File: src/rtl/clock_victim_pkg.sv
package clock_victim_pkg;
  typedef enum logic [1:0] {
    ST_IDLE  = 2'd0,
    ST_SWEEP = 2'd1,
    ST_HOLD  = 2'd2
  } sweep_state_t;
endpackage

File: src/rtl/clock_flags.sv
module clock_flags #(
  parameter int FRAMES = 16,
  localparam int IW = $clog2(FRAMES)
) (
  input  logic              clk,
  input  logic              rst_n,
  input  logic              hit_en,
  input  logic [IW-1:0]     hit_idx,
  input  logic              hit_wr,
  input  logic              clr_en,
  input  logic [IW-1:0]     clr_idx,
  input  logic              drop_en,
  output logic [FRAMES-1:0] use_vec,
  output logic [FRAMES-1:0] mod_vec
);
  for (genvar g = 0; g < FRAMES; g++) begin : g_frame
    logic hit_here, clr_here;
    assign hit_here = hit_en && (hit_idx == IW'(g));
    assign clr_here = clr_en && (clr_idx == IW'(g));

    always_ff @(posedge clk) begin
      if (!rst_n) begin
        use_vec[g] <= 1'b0;
        mod_vec[g] <= 1'b0;
      end else begin
        if (hit_here)      use_vec[g] <= 1'b1;  // reference wins over a clear
        else if (clr_here) use_vec[g] <= 1'b0;
        if (hit_here && hit_wr)      mod_vec[g] <= 1'b1;
        else if (clr_here && drop_en) mod_vec[g] <= 1'b0;
      end
    end
  end

  // a reference leaves the frame's use flag set
  a_r2_ref_sets_use: assert property (@(posedge clk) disable iff (!rst_n)
    hit_en |=> use_vec[$past(hit_idx)]);

  // a write reference leaves the modified flag set
  a_r2_write_sets_mod: assert property (@(posedge clk) disable iff (!rst_n)
    (hit_en && hit_wr) |=> mod_vec[$past(hit_idx)]);

  // victim flags clear when no event hits it
  a_r7_victim_cleared: assert property (@(posedge clk) disable iff (!rst_n)
    (clr_en && drop_en && !(hit_en && hit_idx == clr_idx))
      |=> (!use_vec[$past(clr_idx)] && !mod_vec[$past(clr_idx)]));
endmodule

File: src/rtl/clock_sweeper.sv
module clock_sweeper
  import clock_victim_pkg::*;
#(
  parameter int FRAMES = 16,
  localparam int IW = $clog2(FRAMES),
  localparam int CW = $clog2(FRAMES + 2) + 1
) (
  input  logic              clk,
  input  logic              rst_n,
  input  logic [FRAMES-1:0] use_vec,
  input  logic [FRAMES-1:0] mod_vec,
  input  logic              req_valid,
  output logic              req_ready,
  output logic              vic_valid,
  input  logic              vic_ready,
  output logic [IW-1:0]     vic_frame,
  output logic              vic_dirty,
  output logic              clr_en,
  output logic [IW-1:0]     clr_idx,
  output logic              drop_en
);
  sweep_state_t state;
  logic [IW-1:0] hand, hand_nxt;
  logic [CW-1:0] sweep_cnt;
  logic          pick;

  assign hand_nxt  = (hand == IW'(FRAMES - 1)) ? '0 : hand + 1'b1;
  assign pick      = (state == ST_SWEEP) && !use_vec[hand];
  assign clr_en    = (state == ST_SWEEP);
  assign clr_idx   = hand;
  assign drop_en   = pick;
  assign req_ready = (state == ST_IDLE);
  assign vic_valid = (state == ST_HOLD);

  always_ff @(posedge clk) begin
    if (!rst_n) begin
      state     <= ST_IDLE;
      hand      <= '0;
      vic_frame <= '0;
      vic_dirty <= 1'b0;
      sweep_cnt <= '0;
    end else begin
      unique case (state)
        ST_IDLE: if (req_valid) begin
          state     <= ST_SWEEP;
          sweep_cnt <= '0;
        end
        ST_SWEEP: begin
          sweep_cnt <= sweep_cnt + 1'b1;
          hand      <= hand_nxt;
          if (pick) begin
            state     <= ST_HOLD;
            vic_frame <= hand;
            vic_dirty <= mod_vec[hand];
          end
        end
        ST_HOLD: if (vic_ready) state <= ST_IDLE;
        default: state <= ST_IDLE;
      endcase
    end
  end

  // a sweep never runs past FRAMES+1 examined frames
  a_r8_bounded_sweep: assert property (@(posedge clk) disable iff (!rst_n)
    (state == ST_SWEEP) |-> (sweep_cnt <= CW'(FRAMES)));

  // result held under back-pressure
  a_r10_hold_result: assert property (@(posedge clk) disable iff (!rst_n)
    (vic_valid && !vic_ready) |=> (vic_valid && $stable(vic_frame) && $stable(vic_dirty)));

  // never accepting while a result is pending
  a_r10_excl_handshake: assert property (@(posedge clk) disable iff (!rst_n)
    !(req_ready && vic_valid));

  // after a choice the hand sits one past the victim
  a_r5_hand_follows: assert property (@(posedge clk) disable iff (!rst_n)
    $rose(vic_valid) |-> (hand == ((vic_frame == IW'(FRAMES - 1)) ? '0 : vic_frame + 1'b1)));
endmodule

File: src/rtl/clock_victim_sel.sv
module clock_victim_sel #(
  parameter int FRAMES = 16,
  localparam int IW = $clog2(FRAMES)
) (
  input  logic          clk,
  input  logic          rst_n,
  input  logic          ref_valid,
  input  logic [IW-1:0] ref_frame,
  input  logic          ref_write,
  input  logic          req_valid,
  output logic          req_ready,
  output logic          vic_valid,
  input  logic          vic_ready,
  output logic [IW-1:0] vic_frame,
  output logic          vic_dirty
);
  logic [FRAMES-1:0] use_vec, mod_vec;
  logic              clr_en, drop_en;
  logic [IW-1:0]     clr_idx;

  clock_flags #(.FRAMES(FRAMES)) u_flags (
    .clk(clk), .rst_n(rst_n),
    .hit_en(ref_valid), .hit_idx(ref_frame), .hit_wr(ref_write),
    .clr_en(clr_en), .clr_idx(clr_idx), .drop_en(drop_en),
    .use_vec(use_vec), .mod_vec(mod_vec)
  );

  clock_sweeper #(.FRAMES(FRAMES)) u_sweep (
    .clk(clk), .rst_n(rst_n),
    .use_vec(use_vec), .mod_vec(mod_vec),
    .req_valid(req_valid), .req_ready(req_ready),
    .vic_valid(vic_valid), .vic_ready(vic_ready),
    .vic_frame(vic_frame), .vic_dirty(vic_dirty),
    .clr_en(clr_en), .clr_idx(clr_idx), .drop_en(drop_en)
  );
endmodule

File: config.mk
export PLATFORM = sky130hd
export DESIGN_NAME = clock_victim_sel
export DESIGN_NICKNAME = d
export VERILOG_FILES = /design/src/rtl/clock_victim_pkg.sv /design/src/rtl/clock_flags.sv /design/src/rtl/clock_sweeper.sv /design/src/rtl/clock_victim_sel.sv
export SDC_FILE = /design/constraint.sdc
export NUM_CORES = 1
export LEC_CHECK = 0
export ABC_AREA = 1
export BUFFER_PORTS_ARGS = -buffer_cell sky130_fd_sc_hd__buf_4
export CAP_MARGIN = 15
export CORE_ASPECT_RATIO = 1.75
export CORE_MARGIN = 4
export CORE_UTILIZATION = 54
export CTS_BUF_LIST = sky130_fd_sc_hd__clkbuf_16
export DETAILED_ROUTE_END_ITERATION = 6
export PLACE_DENSITY = 0.82
export SYNTH_ARGS = -nofsm -noshare
export SYNTH_HDL_FRONTEND = slang
export SYNTH_SLANG_ARGS = --single-unit
File: constraint.sdc
create_clock -name clk -period 1.41 [get_ports clk]
set_input_delay 0.141 -clock clk [delete_from_list [all_inputs] [get_ports clk]]
set_output_delay 0.141 -clock clk [all_outputs]
set_load 0.02 [all_outputs]
==> impl_metrics.csv <==
group,metric,value,unit
status,status,"finished with violations",
status,violations,"setup timing",
worst_setup_path,worst-path-max-fanout,6,
worst_setup_path,path_delay_family,"simple AND/OR/NAND/NOR gates",
power,pwr-share-comb,21.8,%
worst_setup_path,path_cells,"buf_6 > nand2_2 > nand3_2 > nand2_2 > nand2_2 > nand2_2 > nor2_4 > buf_12 > buf_12 > nand2_2 > nand2_2 > a21oi_2",
sta,setup_tns,-4630,ps
logic_synthesis,yosysTopAreaCell,"dfxtp_1",
worst_setup_path,cp-endpoint,"u_flags.mod_vec[4]",
global_routing,antenna_found_initial,0,
worst_setup_path,reg2reg_setup_slack,-250,ps
placement,gp_congestion,0.965,
sta,hold_slack,127,ps
sta,fmax,602,MHz
job,maxCapViolations,0,
cts,cts.sinks,43,
routing,wl_per_cell,16.8,um
worst_setup_path,startpoint,"u_sweep.clr_idx[0]",
logic_synthesis,yosysSeqAreaShare,37.7,%
cts,cts_tree,"yes",
finish,n_fill_cell,261,
logic_synthesis,yosysTopAreaCellShare,37.7,%
placement,placed_area,2620,sq um
floorplanning,die-height,94.0,um
power,intPower,2.15,mW
routing,viasPerCell,5.72,
cts,cts.path.max_buffers,2,
worst_setup_path,path_buf_inv,3,
power,net-switching-power,0.898,mW
global_routing,grt_pass1_wl,11.3,mm
worst_setup_path,worstPathArrival,1840,ps
logic_synthesis,synth_cell_type_count,17,
worst_setup_path,cp.depth,12,
floorplanning,io_pins,17,
sta,setup_viol,30,
logic_synthesis,synth_common_cells,"nand2_1 (124), nor2_1 (81), dfxtp_1 (43), inv_1 (43), a21oi_1 (26)",
finish,multi_input_area,1510,sq um
cts,clock_latency,290,ps
power,peakVddDrop,1.11,mV
logic_synthesis,syn-cell-area,2280,sq um
logic_synthesis,avgSynthCellArea,5.97,sq um
routing,routed_wl,8.02,mm
sta,tightest_slew,323,ps
cts,h-tree-depth,2,
worst_setup_path,timing.rr.end,"u_flags.mod_vec[4]",
floorplanning,start_util,55.5,%
power,seqPwrFrac,41.7,%
sta,relSlewSlack,78.4,%
finish,area_growth_syn_to_layout,41.4,%
power,switching_share,29.5,%
logic_synthesis,ys.flop_type,"dfxtp_1",
logic_synthesis,synth_nets,396,
finish,seq_area,867,sq um
routing,drtIter0Drc,211,
sta,rsz0062_at_grt,"true",
sta,fin_skew,6.70,ps
worst_setup_path,endpoint_kind,"register",
logic_synthesis,synth_edf_count,0,
finish,diodes,0,
routing,num_vias,2729,
routing,postRouteAntennaNets,0,
finish,nets,442,
global_routing,grt_start_max_net_pins,38,
sta,period_share,118,%
logic_synthesis,syn_inst,382,
global_routing,overflow,0,
global_routing,grt_pass1_vias,2514,
floorplanning,rows,31,
finish,drive_gt1_share,34.8,%
floorplanning,dieArea,5370,sq um
worst_hold_path,hp-class,"primary input to register",
logic_synthesis,ys_seq_elements,43,
cts,clkTransAtPathRegs,60,ps
worst_setup_path,slowest_delay,410,ps
worst_setup_path,worst_path_most_repeated_cell,"nand2_2",
global_routing,grtUsageTotal,27.1,%
routing,dr.pass1.iters,5,
logic_synthesis,synth_area_leaders,"dfxtp_1 (38%), nand2_1 (20%), nor2_1 (13%)",
finish,design_area,3230,sq um
worst_setup_path,slowest_stage,"dfxtp_4",
logic_synthesis,synth.most_common_cell,"nand2_1",
logic_synthesis,ys_async_sr_fraction,0,%
power,clkPwrFrac,36.5,%
power,p_per_area,945,nW/um^2
floorplanning,core,4110,sq um
placement,hpwl,4.45,mm
floorplanning,die_w,57.1,um
worst_setup_path,crit_required,1590,ps
routing,drc,0,
worst_setup_path,worst_setup_path_start_kind,"register",
sta,setup_ws,-251,ps
worst_setup_path,r2r-start,"u_sweep.clr_idx[0]",
placement,portBuffers,16,
power,p_leak,1.34,nW
logic_synthesis,ys.warnings.count,0,
cts,cts_inserted_buffers,5,
cts,clockRootBuffer,"clkbuf_16",
worst_setup_path,reg2reg_depth,12,
sta,hold_viol_final,0,
sta,min_period,1660,ps
worst_setup_path,critical_path_class,"register to register",
sta,final_max_slew_viol_count,0,
-- layout make-up --
cell class                 instances  area share, %
timing repair buffer              53           14.3
clock inverter                     2          0.272
sequential                        43           26.9
clock buffer                       5           3.88
inverter                          49           5.93
tap                               49           1.90
multi-input combinational        276           46.8
-- worst min-delay path by stage --
| stage | startpoint | end | slack, ps | cells after the start |
|---|---|---|---|---|
| 6_report | vic_ready | u_sweep.state[1] | 130 | 4 |
| 4_1_cts | vic_ready | u_sweep.state[1] | 130 | 4 |
| 2_1_floorplan | req_valid | u_sweep.state[0] | 290 | 2 |
| 5_1_grt | req_valid | u_sweep.state[0] | 140 | 3 |
| 3_3_place_gp | rst_n | u_flags.use_vec[15] | 400 | 3 |
| 3_5_place_dp | rst_n | u_flags.use_vec[15] | 420 | 3 |
-- kinds of logic (layout without fill, tap and decap cells) --
logic type | count (synthesis) | after routing | share of synthesized area, %
compound gates | 31 | 31 | 6.80
flops | 43 | 43 | 37.7
simple gates | 241 | 241 | 42.0
fa+ha+maj | 4 | 4 | 2.19
buf+inv | 63 | 109 | 11.3
-- layer usage --
| metal | GRT usage [%] | share of wire, % | vias up | wire length (um) |
|---|---|---|---|---|
| met1 | 26.1 | 33 | 1232 | 2620 |
| met2 | 50.3 | 51 | 173 | 4080 |
| li1 | - | - | 1251 | - |
| met4 | 17.2 | 8.6 | 0 | 689 |
| met5 | 0 | 0 | - | 0 |
| met3 | 5.64 | 7.8 | 73 | 629 |
-- layout by cell type (no fill, tap or decap), types with 9 or more instances in the layout --
master   synthesis  routed
nand3_1         23      17
inv_1           43      41
nand2_1        124      85
buf_4            2      43
nor3_1          11       9
nand2_2          1      32
nor2_1          81      61
dfxtp_1         43      40
a21oi_1         26      21
nor2_4           1      14
-- power by group through the flow --
stage | combinational (mW) | clock, mW | sequential [mW]
final | 0.664 | 1.11 | 1.27
after global routing | 0.701 | 1.17 | 1.27
after CTS | 0.547 | 1.10 | 1.27
after detailed placement | 0.445 | 0 | 1.29
after global placement | 0.437 | 0 | 1.29
after floorplan | 0.267 | 0 | 1.29
-- flip-flops by register name, summed over array words and instances (netlist names) --
name	cells
u_sweep.state	2
u_sweep.vic_frame	4
u_flags.use_vec	16
u_sweep.clr_idx	4
u_sweep.vic_dirty	1
u_flags.mod_vec	16
-- worst register-to-register path, cell delays in order, from the launching register on --
cell,delay [ps]
dfxtp_4,410
buf_6,150
nand2_2,60
nand3_2,70
nand2_2,90
nand2_2,90
nand2_2,80
nor2_4,160
buf_12,140
buf_12,130
nand2_2,60
nand2_2,60
a21oi_2,50
-- metrics by stage --
stage | total power, mW | util, % | worst slack [ps] | instances
floorplan | 1.56 | - | 15.2 | 382
global placement | 1.72 | 63.8 | -99.2 | 461
detailed placement | 1.73 | 63.8 | -150 | 461
CTS | 2.91 | 72.1 | -92.4 | 476
global route | 3.14 | 78.5 | -295 | 477
finish | 3.05 | 78.5 | -251 | 477
-- what timing repair did --
action                     4_1_cts  5_1_grt
hold buffers                     0        0
setup endpoints to repair       34       42
gates cloned                     1        0
buffers inserted                 7        2
gates resized for setup         40       82
pin swaps                       17       30
No activity file was read; power rests on OpenSTA's default activity.
